`src/rtl/blitter_pkg.sv`:
```
// Package: shared constants and types for the pixel run engine.
// Holds the command-word layout, which is fixed by the host programming
// model, plus the sequencer state encoding.
package blitter_pkg;

    localparam int SRC_W   = 24;                 // source field width
    localparam int LENF_W  = 5;                  // length-minus-one field width
    localparam int RUN_W   = LENF_W + 1;         // holds 1..32
    localparam int LEN_LSB = SRC_W;              // length field position
    localparam logic [SRC_W-1:0] FILL_CODE = '1; // reserved source: fill

    typedef enum logic [1:0] {
        ST_IDLE  = 2'd0,
        ST_READ  = 2'd1,
        ST_WRITE = 2'd2,
        ST_DONE  = 2'd3
    } seq_state_t;

    typedef struct packed {
        logic             fill;
        logic [SRC_W-1:0] src;
        logic [RUN_W-1:0] run;
    } blit_cmd_t;

endpackage

```
`src/rtl/blit_cmd_decode.sv`:
```
// Module: blit_cmd_decode
// Splits a host write into colour-latch or command, and unpacks the command.
// Assumes MEM_AW >= SRC_W and MEM_AW >= HOST_AW-3. Purely combinational.
module blit_cmd_decode
    import blitter_pkg::*;
#(
    parameter int HOST_AW = 23,
    parameter int MEM_AW  = 24
) (
    input  logic [HOST_AW-1:2] word_addr,
    input  logic [31:0]        wdata,
    output logic               is_cmd,
    output logic [MEM_AW-1:0]  dest,
    output blit_cmd_t          cmd
);
    localparam int DEST_W = HOST_AW - 3;

    logic [SRC_W-1:0]  src_field;
    logic [LENF_W-1:0] len_field;
    logic              unused_rsvd;

    assign src_field   = wdata[SRC_W-1:0];
    assign len_field   = wdata[LEN_LSB +: LENF_W];
    assign unused_rsvd = &{1'b0, wdata[31:LEN_LSB+LENF_W]};

    // Purpose: address bit 2 separates commands from colour loads.
    always_comb begin
        is_cmd = word_addr[2];
    end

    // Purpose: zero-extend the destination pixel index.
    always_comb begin
        dest = '0;
        dest[DEST_W-1:0] = word_addr[HOST_AW-1:3];
    end

    // Purpose: unpack length, source and the fill code.
    always_comb begin
        cmd.src  = src_field;
        cmd.run  = {1'b0, len_field} + RUN_W'(1);
        cmd.fill = (src_field == FILL_CODE);
    end
endmodule

```
`src/rtl/blit_sequencer.sv`:
```
// Module: blit_sequencer
// Runs one command: per pixel a read then a write for copies, a write
// only for fills, in ascending order, over a valid/ready byte port.
// Assumes start only arrives while idle and colour is stable while busy.
module blit_sequencer
    import blitter_pkg::*;
#(
    parameter int MEM_AW = 24
) (
    input  logic              clk,
    input  logic              rst_n,
    input  logic              start,
    input  logic [MEM_AW-1:0] start_dest,
    input  blit_cmd_t         start_cmd,
    input  logic [7:0]        colour,
    output logic              mem_valid,
    input  logic              mem_ready,
    output logic              mem_we,
    output logic [MEM_AW-1:0] mem_addr,
    output logic [7:0]        mem_wdata,
    input  logic [7:0]        mem_rdata,
    output logic              busy,
    output logic              fire_last,
    output logic [MEM_AW-1:0] run_dest,
    output logic [RUN_W-1:0]  run_len
);
    seq_state_t        state_q;
    logic [MEM_AW-1:0] dst_q;
    logic [MEM_AW-1:0] src_q;
    logic [RUN_W-1:0]  run_q;
    logic [RUN_W-1:0]  idx_q;
    logic              fill_q;
    logic [7:0]        hold_q;
    logic [MEM_AW-1:0] src_ext;
    logic [MEM_AW-1:0] offset;
    logic              last_px;

    // Purpose: widen the command source to the memory address width.
    always_comb begin
        src_ext = '0;
        src_ext[SRC_W-1:0] = start_cmd.src;
    end

    assign offset  = MEM_AW'(idx_q);
    assign last_px = ((idx_q + RUN_W'(1)) == run_q);

    // Purpose: drive the memory request from state and run position.
    always_comb begin
        mem_valid = (state_q == ST_READ) || (state_q == ST_WRITE);
        mem_we    = (state_q == ST_WRITE);
        mem_addr  = (state_q == ST_READ) ? (src_q + offset) : (dst_q + offset);
        mem_wdata = fill_q ? colour : hold_q;
    end

    assign busy      = (state_q != ST_IDLE);
    assign fire_last = (state_q == ST_WRITE) && mem_ready && last_px;
    assign run_dest  = dst_q;
    assign run_len   = run_q;

    // Purpose: step through the run, one handshake at a time.
    always_ff @(posedge clk) begin
        if (!rst_n) begin
            state_q <= ST_IDLE;
            dst_q   <= '0;
            src_q   <= '0;
            run_q   <= '0;
            idx_q   <= '0;
            fill_q  <= 1'b0;
            hold_q  <= '0;
        end else begin
            case (state_q)
                ST_IDLE: begin
                    if (start) begin
                        dst_q   <= start_dest;
                        src_q   <= src_ext;
                        run_q   <= start_cmd.run;
                        fill_q  <= start_cmd.fill;
                        idx_q   <= '0;
                        state_q <= start_cmd.fill ? ST_WRITE : ST_READ;
                    end
                end
                ST_READ: begin
                    if (mem_ready) begin
                        hold_q  <= mem_rdata;
                        state_q <= ST_WRITE;
                    end
                end
                ST_WRITE: begin
                    if (mem_ready) begin
                        if (last_px) begin
                            state_q <= ST_DONE;
                        end else begin
                            idx_q   <= idx_q + RUN_W'(1);
                            state_q <= fill_q ? ST_WRITE : ST_READ;
                        end
                    end
                end
                default: state_q <= ST_IDLE;
            endcase
        end
    end

    // a stalled request keeps every field.
    assert_hold_req_R5: assert property (@(posedge clk) disable iff (!rst_n)
        (mem_valid && !mem_ready) |=>
            (mem_valid && $stable(mem_we) && $stable(mem_addr) && $stable(mem_wdata)));

    // a fill never reads.
    assert_fill_no_read_R3: assert property (@(posedge clk) disable iff (!rst_n)
        (mem_valid && fill_q) |-> mem_we);

    // an accepted read is followed at once by a write.
    assert_read_then_write_R4: assert property (@(posedge clk) disable iff (!rst_n)
        (mem_valid && !mem_we && mem_ready) |=> (mem_valid && mem_we));

    // writes stay inside the destination run.
    assert_write_in_run_R4: assert property (@(posedge clk) disable iff (!rst_n)
        (mem_valid && mem_we) |-> ((mem_addr - dst_q) < MEM_AW'(run_q)));
endmodule

```
`src/rtl/blit_dirty_report.sv`:
```
// Module: blit_dirty_report
// Registers the end-of-run report: one-cycle pulse with destination and
// length, raised in the cycle after the last write is accepted.
module blit_dirty_report
    import blitter_pkg::*;
#(
    parameter int MEM_AW = 24
) (
    input  logic              clk,
    input  logic              rst_n,
    input  logic              fire_last,
    input  logic [MEM_AW-1:0] run_dest,
    input  logic [RUN_W-1:0]  run_len,
    output logic              dirty_valid,
    output logic [MEM_AW-1:0] dirty_addr,
    output logic [RUN_W-1:0]  dirty_len
);
    // Purpose: capture the finished run and pulse once.
    always_ff @(posedge clk) begin
        if (!rst_n) begin
            dirty_valid <= 1'b0;
            dirty_addr  <= '0;
            dirty_len   <= '0;
        end else begin
            dirty_valid <= fire_last;
            if (fire_last) begin
                dirty_addr <= run_dest;
                dirty_len  <= run_len;
            end
        end
    end

    // the report lasts a single cycle.
    assert_single_pulse_R7: assert property (@(posedge clk) disable iff (!rst_n)
        dirty_valid |=> !dirty_valid);
endmodule

```
`src/rtl/pixel_run_blitter.sv`:
```
// Module: pixel_run_blitter (top)
// Host-programmed fill/copy engine for 8-bit pixel runs. Holds the colour
// latch, gates host accesses with busy, and joins decoder, sequencer and
// dirty report. Assumes the memory answers reads in the accepting cycle.
module pixel_run_blitter
    import blitter_pkg::*;
#(
    parameter int HOST_AW = 23,
    parameter int MEM_AW  = 24
) (
    input  logic               clk,
    input  logic               rst_n,
    input  logic               host_req,
    input  logic               host_we,
    input  logic [HOST_AW-1:2] host_word_addr,
    input  logic [31:0]        host_wdata,
    output logic               host_ready,
    output logic [31:0]        host_rdata,
    output logic               mem_valid,
    input  logic               mem_ready,
    output logic               mem_we,
    output logic [MEM_AW-1:0]  mem_addr,
    output logic [7:0]         mem_wdata,
    input  logic [7:0]         mem_rdata,
    output logic               busy,
    output logic               dirty_valid,
    output logic [MEM_AW-1:0]  dirty_addr,
    output logic [RUN_W-1:0]   dirty_len
);
    logic              is_cmd;
    logic [MEM_AW-1:0] cmd_dest;
    blit_cmd_t         cmd;
    logic [7:0]        colour_q;
    logic              accept;
    logic              start;
    logic              fire_last;
    logic [MEM_AW-1:0] run_dest;
    logic [RUN_W-1:0]  run_len;

    assign host_ready = !busy;
    assign host_rdata = '0;
    assign accept     = host_req && host_ready;
    assign start      = accept && host_we && is_cmd;

    // Purpose: load the fill colour on an accepted non-command write.
    always_ff @(posedge clk) begin
        if (!rst_n) begin
            colour_q <= '0;
        end else if (accept && host_we && !is_cmd) begin
            colour_q <= host_wdata[7:0];
        end
    end

    blit_cmd_decode #(.HOST_AW(HOST_AW), .MEM_AW(MEM_AW)) u_decode (
        .word_addr (host_word_addr),
        .wdata     (host_wdata),
        .is_cmd    (is_cmd),
        .dest      (cmd_dest),
        .cmd       (cmd)
    );

    blit_sequencer #(.MEM_AW(MEM_AW)) u_seq (
        .clk        (clk),
        .rst_n      (rst_n),
        .start      (start),
        .start_dest (cmd_dest),
        .start_cmd  (cmd),
        .colour     (colour_q),
        .mem_valid  (mem_valid),
        .mem_ready  (mem_ready),
        .mem_we     (mem_we),
        .mem_addr   (mem_addr),
        .mem_wdata  (mem_wdata),
        .mem_rdata  (mem_rdata),
        .busy       (busy),
        .fire_last  (fire_last),
        .run_dest   (run_dest),
        .run_len    (run_len)
    );

    blit_dirty_report #(.MEM_AW(MEM_AW)) u_dirty (
        .clk         (clk),
        .rst_n       (rst_n),
        .fire_last   (fire_last),
        .run_dest    (run_dest),
        .run_len     (run_len),
        .dirty_valid (dirty_valid),
        .dirty_addr  (dirty_addr),
        .dirty_len   (dirty_len)
    );

    // busy only starts from an accepted command write.
    assert_busy_from_cmd_R6: assert property (@(posedge clk) disable iff (!rst_n)
        $rose(busy) |-> $past(host_req && host_we && host_word_addr[2]));

    // no memory traffic while idle.
    assert_quiet_idle_R9: assert property (@(posedge clk) disable iff (!rst_n)
        !busy |-> !mem_valid);

    // the report ends the busy window.
    assert_dirty_ends_R7: assert property (@(posedge clk) disable iff (!rst_n)
        dirty_valid |-> (busy && !mem_valid) ##1 !busy);

    // a colour load never starts drawing.
    assert_colour_no_draw_R1: assert property (@(posedge clk) disable iff (!rst_n)
        (host_req && host_ready && host_we && !host_word_addr[2]) |=> !busy);
endmodule

```
`config.mk`:
```
export PLATFORM = sky130hd
export DESIGN_NAME = pixel_run_blitter
export DESIGN_NICKNAME = d
export VERILOG_FILES = /design/src/rtl/blitter_pkg.sv /design/src/rtl/blit_cmd_decode.sv /design/src/rtl/blit_sequencer.sv /design/src/rtl/blit_dirty_report.sv /design/src/rtl/pixel_run_blitter.sv
export SDC_FILE = /design/constraint.sdc
export NUM_CORES = 1
export LEC_CHECK = 0
export BUFFER_PORTS_ARGS = -buffer_cell sky130_fd_sc_hd__buf_2
export CAP_MARGIN = 20
export CORE_MARGIN = 5
export CORE_UTILIZATION = 30
export CTS_BUF_LIST = sky130_fd_sc_hd__clkbuf_2
export CTS_CLUSTER_SIZE = 10
export DETAILED_ROUTE_END_ITERATION = 10
export HOLD_SLACK_MARGIN = 0.03
export PLACE_DENSITY_LB_ADDON = 0.3
export RECOVER_POWER = 25
export SYNTH_ARGS = -nofsm -noshare
export SYNTH_HDL_FRONTEND = slang
export SYNTH_SLANG_ARGS = --single-unit
export TNS_END_PERCENT = 1
```
`constraint.sdc`:
```
create_clock -name clk -period 2.72 [get_ports clk]
set_input_delay 0.272 -clock clk [delete_from_list [all_inputs] [get_ports clk]]
set_output_delay 0.272 -clock clk [all_outputs]
set_load 0.005 [all_outputs]
```
### Word level (Yosys, flattened, before mapping)

Cells that the tools add are included.

* multiplexer cells: 13
* equal/unequal tests: 8
* reduce and logical (&&, ||, !) cells: 16
* add/subtract/negate cells: 4

Operators with widths (count)
* $add 24x6->24: 1
* $eq 24x24->1 const B: 1
* $mux 24: 1
* $add 20x6->21: 1
* $mux 6: 3
* $mux 2: 6
* $pmux 6 s2: 1
* $mux 8: 1
* $ne 2x2->1 const B: 4
* $add 5x1->6 const B: 1
* $add 6x1->6 const B: 1
* $eq 6x6->1: 1
* $logic_and 1x1->1: 6
* $pmux 2 s3: 1
* $reduce_and 2->1: 2
* $reduce_and 4->1: 1
* $reduce_bool 2->1: 2
* $reduce_and 3->1: 1
* $eq 2x1->1 const B: 1
* $eq 2x2->1 const B: 1
* $logic_not 1->1: 2
* $logic_not 2->1: 1
* $logic_or 1x1->1: 1

* output and inout port bits: 99
* word-level logic and storage cells: 52
* register bits after elaboration: 102
* input port bits: 66

### Depth between registers and ports, before layout

Gate-level depths: netlist (run 1).

* word-level depth: 7
* mapped depth: 9
* depth with buffers taken out: 9

### Cells and area by module

From an unflattened synthesis (run 1), not the netlist that was laid out.

* cells, all modules: 742
* area total of the unflattened synthesis: 6327.3 um^2

Modules (own cells, without submodules)
* blit_sequencer: area each 4046.4 um^2, sequential area each 1421.4 um^2, times used 1, cells an instance 504
* blit_dirty_report: area each 1197.4 um^2, sequential area each 620.6 um^2, times used 1, cells an instance 99
* pixel_run_blitter: area each 591.8 um^2, sequential area each 160.2 um^2, times used 1, cells an instance 71
* blit_cmd_decode: area each 491.7 um^2, sequential area each 0.0 um^2, times used 1, cells an instance 68

### Worst setup path after synthesis (run 1)

Ideal clock, no wire load.

* path type: flip-flop to output port
* start point: register u_seq.idx_q[0]
* end point: output port mem_addr[12]
* arrival time: 2.176 ns
* cell stages (with the launch flop): 9
* data required time: 2.448 ns
* buffers on the path: 0
* setup slack: 0.272 ns
* cell sequence: dfxtp_1 > ha_1 > fa_1 > a211oi_1 > o21bai_1 > a21oi_1 > nor3b_1 > xnor2_1 > o21ai_0

* cells in the longest elaborated chain, start to end: 2
* elaborated cells between the ends (all ways): 3
* those cells by class: 2 x add/sub; 1 x mux

RTL lines
* start, declared: line blit_sequencer.sv:31 `logic [RUN_W-1:0] idx_q;`
* start signal, assigned: line blit_sequencer.sv:93 `idx_q <= idx_q + RUN_W'(1);`
* $add 24x6->24 / $add 20x6->21 (equally long branches): line blit_sequencer.sv:51 `mem_addr = (state_q == ST_READ) ? (src_q + offset) : (dst_q + offset);`
* $mux 24 *: line blit_sequencer.sv:51
* end, declared: line pixel_run_blitter.sv:22 `output logic [MEM_AW-1:0] mem_addr,`

Every way passes the cells marked *; elsewhere a longest branch is shown, timed or not.

### Worst setup path in the final report (run 1)

* start point: register u_seq.idx_q[0]
* end point: output port mem_addr[10]

Same word-level chain as after synthesis.

==> results of run 1 <==
==> cell type report <==
cell class / instances / area (um2) / share of cell area
flip-flops and latches: 102 / 2061 / 0.2667
repair buffers: 224 / 1582 / 0.2047
inverters: 14 / 52.55 / 0.006802
multi-input cells: 579 / 3608 / 0.4670
clock buffers: 9 / 45.04 / 0.005830
clock inverters: 7 / 50.05 / 0.006478
diodes: 1 / 2.502 / 0.0003239
well taps: 260 / 325.3 / 0.04211
==> metal layers <==
layer | global-route usage | vias up | routed length (um)
met5 | 0 | - | 0
met4 | 0.03972 | 0 | 292
met3 | 0.03230 | 19 | 791
met2 | 0.2605 | 122 | 8077
met1 | 0.1973 | 2432 | 7894
li1 | - | 2807 | -
==> cells by family after synthesis <==
logic type,share of synthesized area
AOI/OAI and AO/OA,0.1227
xor gates and xnor gates,0.07284
adders and majority gates,0.04596
buffers and inverters,0.08346
DFF,0.3538
muxes,0.08519
other,0.0006497
and+or+nand+nor,0.2354
==> final timing paths <==
| check | startpoint | slack, ps | depth (start not counted) | endpoint |
|---|---|---|---|---|
| setup / recovery | u_seq.idx_q[0] | -310 | 11 | mem_addr[10] |
| hold / removal | host_we | 230 | 5 | colour_q[4] |
| setup reg to reg | u_seq.state_q[0] | 400 | 7 | u_seq.src_q[9] |
| hold reg to reg | u_seq.hold_q[0] | 470 | 2 | u_seq.hold_q[0] |
==> repair_timing <==
item	in CTS	in global routing
hold buffers	72	0
setup endpoints to repair	24	21
resized for setup	50	14
endpoints found under the hold margin	66	0
setup buffers	5	2
pin swaps	17	6
==> metrics by stage <==
step / power [mW] / instances
6_report: 3.151 / 1196
5_1_grt: 3.352 / 1196
3_5_place_dp: 2.415 / 1100
2_1_floorplan: 2.152 / 767
3_3_place_gp: 2.408 / 1100
4_1_cts: 3.193 / 1193
==> state kept, by name (all words and copies together) (netlist names) <==
name                 cells
u_dirty.dirty_valid      1
u_seq.run_dest          20
u_seq.hold_q             8
u_dirty.dirty_len        6
u_seq.fill_q             1
u_dirty.dirty_addr      20
u_seq.src_q             24
u_seq.idx_q              6
u_seq.run_len            6
colour_q                 8
u_seq.state_q            2
==> critical path, delay by kind of cell (launching register included) <==
kind / cells / cell delay [ps]
AOI/OAI and AO/OA: 2 / 240
xor gates and xnor gates: 1 / 70
adders and majority gates: 2 / 490
buffers and inverters: 3 / 380
DFF: 1 / 460
muxes: 1 / 250
and+or+nand+nor: 2 / 260
==> power by group through the flow <==
stage,Clock [mW],Combinational (mW),Sequential [mW]
global route,0.753,0.926,1.67
finish,0.661,0.832,1.66
floorplan,0,0.495,1.66
global placement,0,0.729,1.68
CTS,0.703,0.834,1.66
detailed placement,0,0.734,1.68
==> layout by cell type, fill, tap and decap left out, types with 13 or more instances in the layout <==
master and count:
a21oi_1 68, buf_2 108, buf_4 20, clkbuf_1 18, conb_1 36, dfxtp_1 91
dlygate4sd3_1 72, inv_1 13, mux2i_1 39, nand2_1 197, nand3_1 28, nor2_1 20
xnor2_1 33, xor2_1 15
==> reports/metrics.sh, run 1 <==
OUTCOME='finished with violations'
FAILED_CHECKS='negative setup slack'
CTS_SINKS=102
GP_CONGESTION=0.8407
TOTAL_GRT_USAGE=0.1531
CLK_ROOT_BUF='clkbuf_2'
SYNTH_SEQ_CELLS=102
FINAL_CORE_UTIL=0.4103
POST_SYNTH.CELL_AREA_AVG_UM2=7.885
FINAL_LAYOUT_SIZE_SUFFIX_GT1_FRAC=0.2310
DIEAREA_UM2=22110
SYNTH.MOST_COMMON_CELL='nand2_1'
ROWS=50
POWERDENSITY_nW_PER_UM2=407.8
POST_SYNTHESIS_CELL_AREA_UM2=5772
ROUTE.DETAILED.VIAS_PER_INST=4.498
START_UTIL=0.3065
RSZ_0062_RAISED_AFTER_GLOBAL_ROUTING='true'
VIAS_IN_THE_FIRST_GLOBAL_ROUTE=5320
CP.REQUIRED_PS=2450
CRIT_PATH_END_KIND='primary output'
FINAL.FILL_COUNT=1944
PATH_CELLS='ha_4, inv_1, fa_2, nand2b_4, a21oi_4, o31ai_1, buf_4, nor2_2, xnor2_1, mux2i_1, buf_2'
GRT_START_MAX_NET_PINS=63
SYNTH_TOP_CELL_BY_AREA='dfxtp_1'
ANTENNA_FOUND_INITIAL=1
CTS_TREE='done'
PATH_CLK_SLEW_PS=290
PEAKVDDDROP_mV=0.2397
HOLD_FAILS_FINAL_RPT=0
FIN_NETS=1016
TRITONCTS.NUM_BUFFERS=9
PLACE.PORT_BUFFERS=125
CRITICALPATHCATEGORY='register to primary output'
AREA_GROW_SYN2LAYOUT_PCT=33.86
IO_PINS=165
POSTSYNTHCELLCOUNT=732
INTPOWER_mW=2.076
ROUTE.ANTENNA.REMAINING_NETS=0
CTS.HTREE.LEVELS=3
POWER.SWITCHING_mW=1.075
FINALCRITPERIODSHARE=1.113
DR.PASS1.ITERS=4
YS_TOP_CELLS_BY_COUNT='nand2_1 (197), dfxtp_1 (102), a21oi_1 (71)'
CRITICAL_PATH_ARRIVAL_PS=2750
PWR-SHARE-CLK=0.210
CELL_LEAKAGE_POWER_nW=3.164
SYNTH.AREA.TOP_CELLS='dfxtp_1 (35%), nand2_1 (13%), mux2i_1 (6.8%)'
DIE_H_UM=148.7
ROUTED_WIRE_LENGTH_PER_INSTANCE_UM=14.26
CORE_AREA_UM2=18830
SYNTH_FF_TYPE='dfxtp_1'
DETAIL_ROUTE.WIRELENGTH_MM=17.06
TIMING_WORST_SLEW_PIN_VALUE_PS=968.6
TIMING.CLOCK.SKEW_PS=26.26
ASYNCSETRESETFLOPFRACSYNTH=0
DPL.HPWL_MM=12.23
WORST_PATH_MAX_DELAY_CELL='dfxtp_4'
HOLD_PATH.CLASS='primary input to register'
FLOORPLAN.DIE.WIDTH_UM=148.7
YOSYSWARNINGCOUNT=0
MIN_PERIOD_PS=3027
SYNTH_SEQUENTIAL_AREA_RATIO=0.3538
COMBPWRFRAC=0.264
SWITCHING_SHARE=0.3412
TIMING.MAX_SLEW.REL_SLACK=0.3535
DETAILEDPLACE.WORSTSLACK_PS=27.12
POWER_FRAC_SEQ=0.526
TIMING_MAX_TRANSITION_VIOLATIONS_FINAL=0
TIMING.FMAX_GHz=0.3304
CRITICAL_PATH.STARTPOINT_TYPE='register'
FINALSETUPVIOLCOUNT=18
VIA_COUNT=5380
SETUP-TNS-FINAL_PS=-3403
DRC=0
DPL_CELL_AREA_UM2=6633
CLOCK_LATENCY_PS=600
PATH_MAX_FANOUT=5
YOSYS.CELL_TYPES.COUNT=51
GRT-OVFL-TOTAL=0
SLOWEST_DELAY_PS=460
CTSLONGESTPATHBUFFERS=2
NETLIST.AREA_LEADER.SHARE=0.3538
MAXCAPVIOLCOUNT=0
DRT_FIRST_ITER_VIOLATIONS=278
SETUP_WS_PS=-306.7
SYNTH_EDF_COUNT=0
FIN_HOLD_WS_PS=225.3
GRT_PASS1_WL_MM=27.13
CELL_AREA_AFTER_LAYOUT_UM2=7726
Power figures use the tool's default switching activity.
==> run 2, diff against run 1 <==
--- a/config.mk
+++ b/config.mk
@@ -15,6 +15,7 @@
 export HOLD_SLACK_MARGIN = 0.03
 export PLACE_DENSITY_LB_ADDON = 0.3
 export RECOVER_POWER = 25
+export SLEW_MARGIN = 5
 export SYNTH_ARGS = -nofsm -noshare
 export SYNTH_HDL_FRONTEND = slang
 export SYNTH_SLANG_ARGS = --single-unit
==> constraint.sdc (replaced) <==
create_clock -name clk -period 3.2 [get_ports clk]
set_input_delay 0.32 -clock clk [delete_from_list [all_inputs] [get_ports clk]]
set_output_delay 0.32 -clock clk [all_outputs]
set_load 0.005 [all_outputs]
==> reports/metrics.sh, run 2 (same netlist as run 1, synthesis figures left out) <==
OUTCOME='finished, final reports clean'
CTS.HTREE.LEVELS=3  # unchanged
MOST-COMMON-LAYOUT-CELLS='nand2_1 (197), buf_2 (107), dfxtp_1 (96)'
CELL_LEAKAGE_POWER_nW=3.031  # -4.2%
FIN_NETS=995  # -2.1%
REG2REG_LAUNCH_POINT='u_seq.state_q[0]'
DETAILEDPLACE.WORSTSLACK_PS=449.4  # +422.2 ps
VIA_COUNT=5283  # -1.8%
POWERDENSITY_nW_PER_UM2=365.5  # -10%
PATH_CLK_SLEW_PS=290  # about the same
PEAKVDDDROP_mV=0.2370  # -1.1%
IO_PINS=165  # unchanged
TIMING_WORST_SLEW_PIN_VALUE_PS=1070  # +101.1 ps
SLOWEST_DELAY_PS=370  # -90 ps
FINALCRITPERIODSHARE=0.9758
TIMING_MAX_TRANSITION_VIOLATIONS_FINAL=0  # unchanged
CTS_TREE='done'
SETUP.WORST_PATH.END='mem_addr[19]'
CRIT_TOP_CELL='buf_4'
CRITICALPATHCATEGORY='register to primary output'
FLOORPLAN.DIE.WIDTH_UM=148.7  # unchanged
ROUTED_WIRE_LENGTH_PER_INSTANCE_UM=13.87  # -2.8%
ROUTE.DETAILED.VIAS_PER_INST=4.496  # about the same
WORST_R2R_PATH_DEPTH=7  # unchanged
WORST_PATH_MAX_DELAY_CELL='dfxtp_1'
FINAL.FILL_COUNT=1990  # +2.4%
GRT-OVFL-TOTAL=0  # unchanged
CP.REQUIRED_PS=2880  # +430 ps
MAXCAPVIOLCOUNT=0  # unchanged
DRT_FIRST_ITER_VIOLATIONS=232  # -17%
CRITICAL_PATH.STARTPOINT_TYPE='register'
AREA_GROW_SYN2LAYOUT_PCT=28.46
HOLDPATHSTAGES=4  # -1
CAPTURING_POINT_OF_THE_WORST_REG2REG_PATH='u_seq.run_len[5]'
ROWS=50  # unchanged
LARGEST-REGISTER='u_seq.src_q'
FINAL_COMMON_CELL='nand2_1'
RSZ_0062_RAISED_AFTER_GLOBAL_ROUTING='true'
DPL.HPWL_MM=11.79  # -3.6%
CTSLONGESTPATHBUFFERS=2  # unchanged
SETUP_WS_PS=77.29  # +384.0 ps
CRIT_PATH_END_KIND='primary output'
DETAIL_ROUTE.WIRELENGTH_MM=16.30  # -4.5%
MIN_PERIOD_PS=3123
MET1_LENGTH_MM=7.707  # -2.4%
GRT_START_MAX_NET_PINS=63  # unchanged
TIMING.FMAX_GHz=0.3202
ANTENNA_FOUND_INITIAL=1  # unchanged
ROUTE.ANTENNA.REMAINING_NETS=0  # unchanged
START_UTIL=0.3065  # unchanged
PATH_CELLS='buf_4, ha_1, a211oi_2, nor2_2, o41ai_2, buf_4, and4bb_2, xnor2_1, mux2i_1, buf_2'
WIRE_LENGTH_ON_MET2_MM=7.615  # -5.7%
CTS_SINKS=102  # unchanged
VIAS_IN_THE_FIRST_GLOBAL_ROUTE=4991  # -6.2%
GP_CONGESTION=0.8177  # -2.7%
DIE_H_UM=148.7  # unchanged
CRIT_START='u_seq.idx_q[1]'
PATH_MAX_FANOUT=7  # +2
TIMING.MAX_SLEW.REL_SLACK=0.2868  # -0.06673
FINAL_LAYOUT_SIZE_SUFFIX_GT1_FRAC=0.1969  # -0.03408
TIMING.CLOCK.SKEW_PS=22.99  # -3.275 ps
HOLD_FAILS_FINAL_RPT=0  # unchanged
SETUP.REG_TO_REG.WORST_SLACK_PS=970  # +570 ps
DR.PASS1.ITERS=4  # unchanged
DIEAREA_UM2=22110  # unchanged
WL_MET3_UM=741  # -6.3%
DRC=0  # unchanged
LARGEST_REGISTER_FFS=24  # unchanged
FINALSETUPVIOLCOUNT=0  # -18
CELL_AREA_AFTER_LAYOUT_UM2=7415  # -4.0%
TRITONCTS.NUM_BUFFERS=9  # unchanged
CLK_ROOT_BUF='clkbuf_2'
MAXUSEDROUTINGLAYER='met4'
SETUP-TNS-FINAL_PS=0  # +3403 ps
DPL_CELL_AREA_UM2=6528  # -1.6%
GRT_PASS1_WL_MM=25.92  # -4.5%
TOTAL_GRT_USAGE=0.1460  # -0.007114
CRITICAL_PATH_ARRIVAL_PS=2800  # +50 ps
PLACE.PORT_BUFFERS=125  # unchanged
HOLD_PATH.CLASS='primary input to register'
CORE_AREA_UM2=18830  # unchanged
CLOCK_LATENCY_PS=600  # about the same
## run 2: cell type report
| cell class | instances | area (um2) | share of cell area |
|---|---|---|---|
| well taps | 260 | 325.3 | 0.04387 |
| flip-flops and latches | 102 | 2049 | 0.2764 |
| inverters | 14 | 52.55 | 0.007087 |
| clock inverters | 7 | 82.58 | 0.01114 |
| repair buffers | 203 | 1369 | 0.1846 |
| clock buffers | 9 | 45.04 | 0.006075 |
| multi-input cells | 579 | 3488 | 0.4705 |
| diodes | 1 | 2.502 | 0.0003375 |
## run 2: where the power goes
part | internal [mW] | switching [mW] | total [mW]
logic | 0.289 | 0.371 | 0.660
clock network | 0.191 | 0.454 | 0.645
registers | 1.34 | 0.0642 | 1.40
## run 2: worst min-delay path by stage
| stage | slack, ps | start | end |
|---|---|---|---|
| 6_report | 120 | host_word_addr[2] | colour_q[1] |
| 5_1_grt | 60 | host_word_addr[2] | colour_q[2] |
| 4_1_cts | 40 | host_word_addr[2] | colour_q[0] |
| 3_5_place_dp | 450 | colour_q[0] | colour_q[0] |
| 3_3_place_gp | 440 | u_dirty.dirty_addr[10] | u_dirty.dirty_addr[10] |
| 2_1_floorplan | 420 | host_wdata[24] | u_seq.run_len[0] |
## run 2: repair_timing
action	in CTS	in global routing
endpoints found under the hold margin	66	0
pin swaps	6	1
setup buffers	2	0
gates resized for setup	24	8
endpoints found under the setup margin	17	19
hold buffers	65	0
## run 2: layer usage
metal | vias to the layer above | global-route usage
met5 | - | 0
li1 | 2757 | -
met3 | 14 | 0.02986
met2 | 111 | 0.2432
met1 | 2401 | 0.1935
met4 | 0 | 0.03695
## run 2: worst max-delay path: cells and delay by family, from the launching register on
| kind | cells | cell delay (ps) |
|---|---|---|
| AND/OR/NAND/NOR | 2 | 330 |
| XOR/XNOR | 1 | 130 |
| buffers and inverters | 3 | 510 |
| adder cells (fa/ha/maj) | 1 | 310 |
| AO/OA/AOI/OAI | 2 | 450 |
| flip-flops | 1 | 370 |
| multiplexers | 1 | 130 |
## run 2: per-stage QoR
step,util,hold WS [ps],power (mW),cells
2_1_floorplan,-,415.6,1.829,767
3_3_place_gp,0.3466,440.4,2.019,1091
3_5_place_dp,0.3466,446.4,2.021,1091
4_1_cts,0.3933,38.11,2.757,1174
5_1_grt,0.3938,58.03,2.894,1175
6_report,0.3938,119.8,2.710,1175
==> run 3, diff against run 2 <==
==> constraint.sdc (replaced) <==
create_clock -name clk -period 3.2 [get_ports clk]
set_input_delay 0.16 -clock clk [delete_from_list [all_inputs] [get_ports clk]]
set_output_delay 0.16 -clock clk [all_outputs]
set_load 0.1 [all_outputs]
==> reports/metrics.sh, run 3 (same netlist as run 1, synthesis figures left out) <==
ROUTE.DETAILED.VIAS_PER_INST=4.514  # +0.41%
CTS.HTREE.LEVELS=3  # unchanged
SWITCHING_SHARE=0.4528  # +0.1245
DR.PASS1.ITERS=4  # unchanged
SETUP-TNS-FINAL_PS=0  # unchanged
CRITICAL_PATH.STARTPOINT_TYPE='register'
WORST_PATH_MAX_DELAY_CELL='dfxtp_2'
DPL.HPWL_MM=12.07  # +2.4%
CP.REQUIRED_PS=3040  # +160 ps
TOTAL_GRT_USAGE=0.1522  # +0.006218
FIN_HOLD_WS_PS=156.6  # +36.75 ps
PATH_CELLS='buf_6, ha_4, fa_2, a211oi_2, o21bai_1, a21oi_1, buf_4, nor3b_1, xnor2_1, mux2i_1, clkbuf_16'
CRITICALPATHCATEGORY='register to primary output'
VIA_COUNT=5458  # +3.3%
CTSLONGESTPATHBUFFERS=2  # unchanged
INTPOWER_mW=1.841  # +1.1%
CORE_AREA_UM2=18830  # unchanged
SETUP.REG_TO_REG.WORST_SLACK_PS=320  # -650 ps
ROUTED_WIRE_LENGTH_PER_INSTANCE_UM=14.02  # +1.1%
FINALCRITPERIODSHARE=0.9768  # +0.001000
CRITICAL-PATH-TOP-DELAY-FAMILY='buffers and inverters'
DRC=0  # unchanged
RSZ_0062_RAISED_AFTER_GLOBAL_ROUTING='true'
START_UTIL=0.3065  # unchanged
MOST-COMMON-LAYOUT-CELLS='nand2_1 (197), dfxtp_1 (96), dlygate4sd3_1 (93)'
GRT-OVFL-TOTAL=0  # unchanged
VIAS_IN_THE_FIRST_GLOBAL_ROUTE=5341  # +7.0%
HOLD_PATH.CLASS='primary input to register'
ROWS=50  # unchanged
DETAIL_ROUTE.WIRELENGTH_MM=16.95  # +4.0%
FIN_NETS=1030  # +3.5%
ANTENNA_FOUND_INITIAL=0  # -1
TIMING_MAX_TRANSITION_VIOLATIONS_FINAL=0  # unchanged
CAPTURING_POINT_OF_THE_WORST_REG2REG_PATH='u_seq.run_dest[13]'
GRT_PASS1_WL_MM=27.39  # +5.7%
POWERDENSITY_nW_PER_UM2=423.6  # +16%
GRT_START_MAX_NET_PINS=63  # unchanged
WORSTHOLDENDPOINT='colour_q[3]'
DRT_FIRST_ITER_VIOLATIONS=322  # +39%
DIE_H_UM=148.7  # unchanged
FINAL.FILL_COUNT=1922  # -3.4%
TIMING.MAX_SLEW.REL_SLACK=0.1984  # -0.08844
FINALSETUPVIOLCOUNT=0  # unchanged
CRITPATHBUFINV=3  # unchanged
FINAL_LAYOUT_SIZE_SUFFIX_GT1_FRAC=0.1897  # -0.007263
ROUTE.ANTENNA.REMAINING_NETS=0  # unchanged
DIEAREA_UM2=22110  # unchanged
LARGEST_REGISTER_FFS=24  # unchanged
LARGEST-REGISTER='u_seq.src_q'
SLOWEST_DELAY_PS=390  # +20 ps
FINAL_CORE_UTIL=0.4217  # +0.02791
TIMING.CLOCK.SKEW_PS=40.17  # +17.18 ps
PATH_MAX_FANOUT=8  # +1
CELL_LEAKAGE_POWER_nW=3.197  # +5.5%
CRITICAL_PATH_ARRIVAL_PS=2970  # +170 ps
TRITONCTS.NUM_BUFFERS=9  # unchanged
OUTCOME='finished, final reports clean'
COMBPWRFRAC=0.406  # +0.162
FLOORPLAN.DIE.WIDTH_UM=148.7  # unchanged
PLACE.PORT_BUFFERS=125  # unchanged
IO_PINS=165  # unchanged
CTS_SINKS=102  # unchanged
REG2REG_LAUNCH_POINT='u_seq.state_q[0]'
SEQCELLAREA_UM2=2054  # +0.24%
INSERTEDDIODECOUNT=0  # -1
CLK_ROOT_BUF='clkbuf_2'
MIN_PERIOD_PS=3126  # +3.202 ps
POWER_FRAC_SEQ=0.419  # -0.099
POWER.SWITCHING_mW=1.523  # +71%
WORST_R2R_PATH_DEPTH=8  # +1
CTS_TREE='done'
TIMING.HOLD.WORST.START='host_we'
TIMING.FMAX_GHz=0.3199  # -0.10%
HOLD_FAILS_FINAL_RPT=0  # unchanged
PWR-SHARE-CLK=0.175  # -0.063
CRIT_PATH_END_KIND='primary output'
FINAL_COMMON_CELL='nand2_1'
MULTI_INPUT_COMB_AREA_UM2=3527  # +1.1%
CLOCK_LATENCY_PS=620  # +20 ps
TIMING_WORST_SLEW_PIN_VALUE_PS=1208  # +137.8 ps
PATH_CLK_SLEW_PS=260  # -30 ps
PEAKVDDDROP_mV=0.2880  # +22%
AREA_GROW_SYN2LAYOUT_PCT=37.57
MAXCAPVIOLCOUNT=0  # unchanged
HOLDPATHSTAGES=5  # +1
GP_CONGESTION=0.8076  # -1.2%
[run 3: cell count changes in the layout (fill, tap and decap cells not counted), sizes merged, moves of 2 or more]
cell         change
clkbuf          +15
buf              -8
inv              +2
clkinvlp         -2
dlygate4sd3     +28
[run 3: worst max-delay path by stage]
stage / from / endpoint / cells after the start
2_1_floorplan: u_seq.idx_q[0] / mem_addr[10] / 8
3_3_place_gp: u_seq.idx_q[1] / mem_addr[22] / 8
3_5_place_dp: u_seq.idx_q[1] / mem_addr[22] / 8
4_1_cts: u_seq.run_dest[1] / mem_addr[19] / 9
5_1_grt: u_seq.idx_q[0] / mem_addr[18] / 11
6_report: u_seq.idx_q[0] / mem_addr[18] / 11
[run 3: worst min-delay path, delay by kind of cell]
family | cells | cell delay, ps
buf+inv | 1 | 110
compound gates | 1 | 50
simple gates | 3 | 430
[run 3: repair_timing]
action                                  in CTS  in global routing
cloned                                       0                  0
pin swaps                                    5                  2
hold buffers                                93                  0
endpoints found under the hold margin       67                  0
gates resized for setup                     35                 19
buffers inserted                             3                  3
endpoints found under the setup margin      19                 21
[run 3: layer usage]
layer	track usage	routed length, um	share of wire
met5	0	0	0
met4	0.03649	222	0.013
met3	0.03108	1011	0.060
met2	0.2344	7439	0.44
met1	0.2184	8279	0.49
[run 3: stage by stage]
stage,setup slack [ps],power [mW],area (um2),cells
2_1_floorplan,-452.5,2.434,5903,767
3_3_place_gp,464.3,2.676,6688,1094
3_5_place_dp,432.6,2.682,6688,1094
4_1_cts,-86.07,3.401,7878,1206
5_1_grt,-135.0,3.538,7940,1209
6_report,74.09,3.364,7940,1209
[run 3: area by class of cell]
cell class              count  share of cell area
multi-input cells         579              0.4442
flip-flops and latches    102              0.2587
repair buffers            238              0.2365
well taps                 260             0.04097
clock inverters             6            0.006618
inverters                  14            0.006618
clock buffers              10            0.006303
[run 3: power by group through the flow]
| stage | Combinational (mW) | Clock (mW) | Sequential [mW] |
|---|---|---|---|
| 3_5_place_dp | 1.25 | 0 | 1.43 |
| 2_1_floorplan | 1.02 | 0 | 1.41 |
| 5_1_grt | 1.45 | 0.667 | 1.42 |
| 4_1_cts | 1.37 | 0.627 | 1.41 |
| 3_3_place_gp | 1.25 | 0 | 1.43 |
| 6_report | 1.37 | 0.589 | 1.41 |
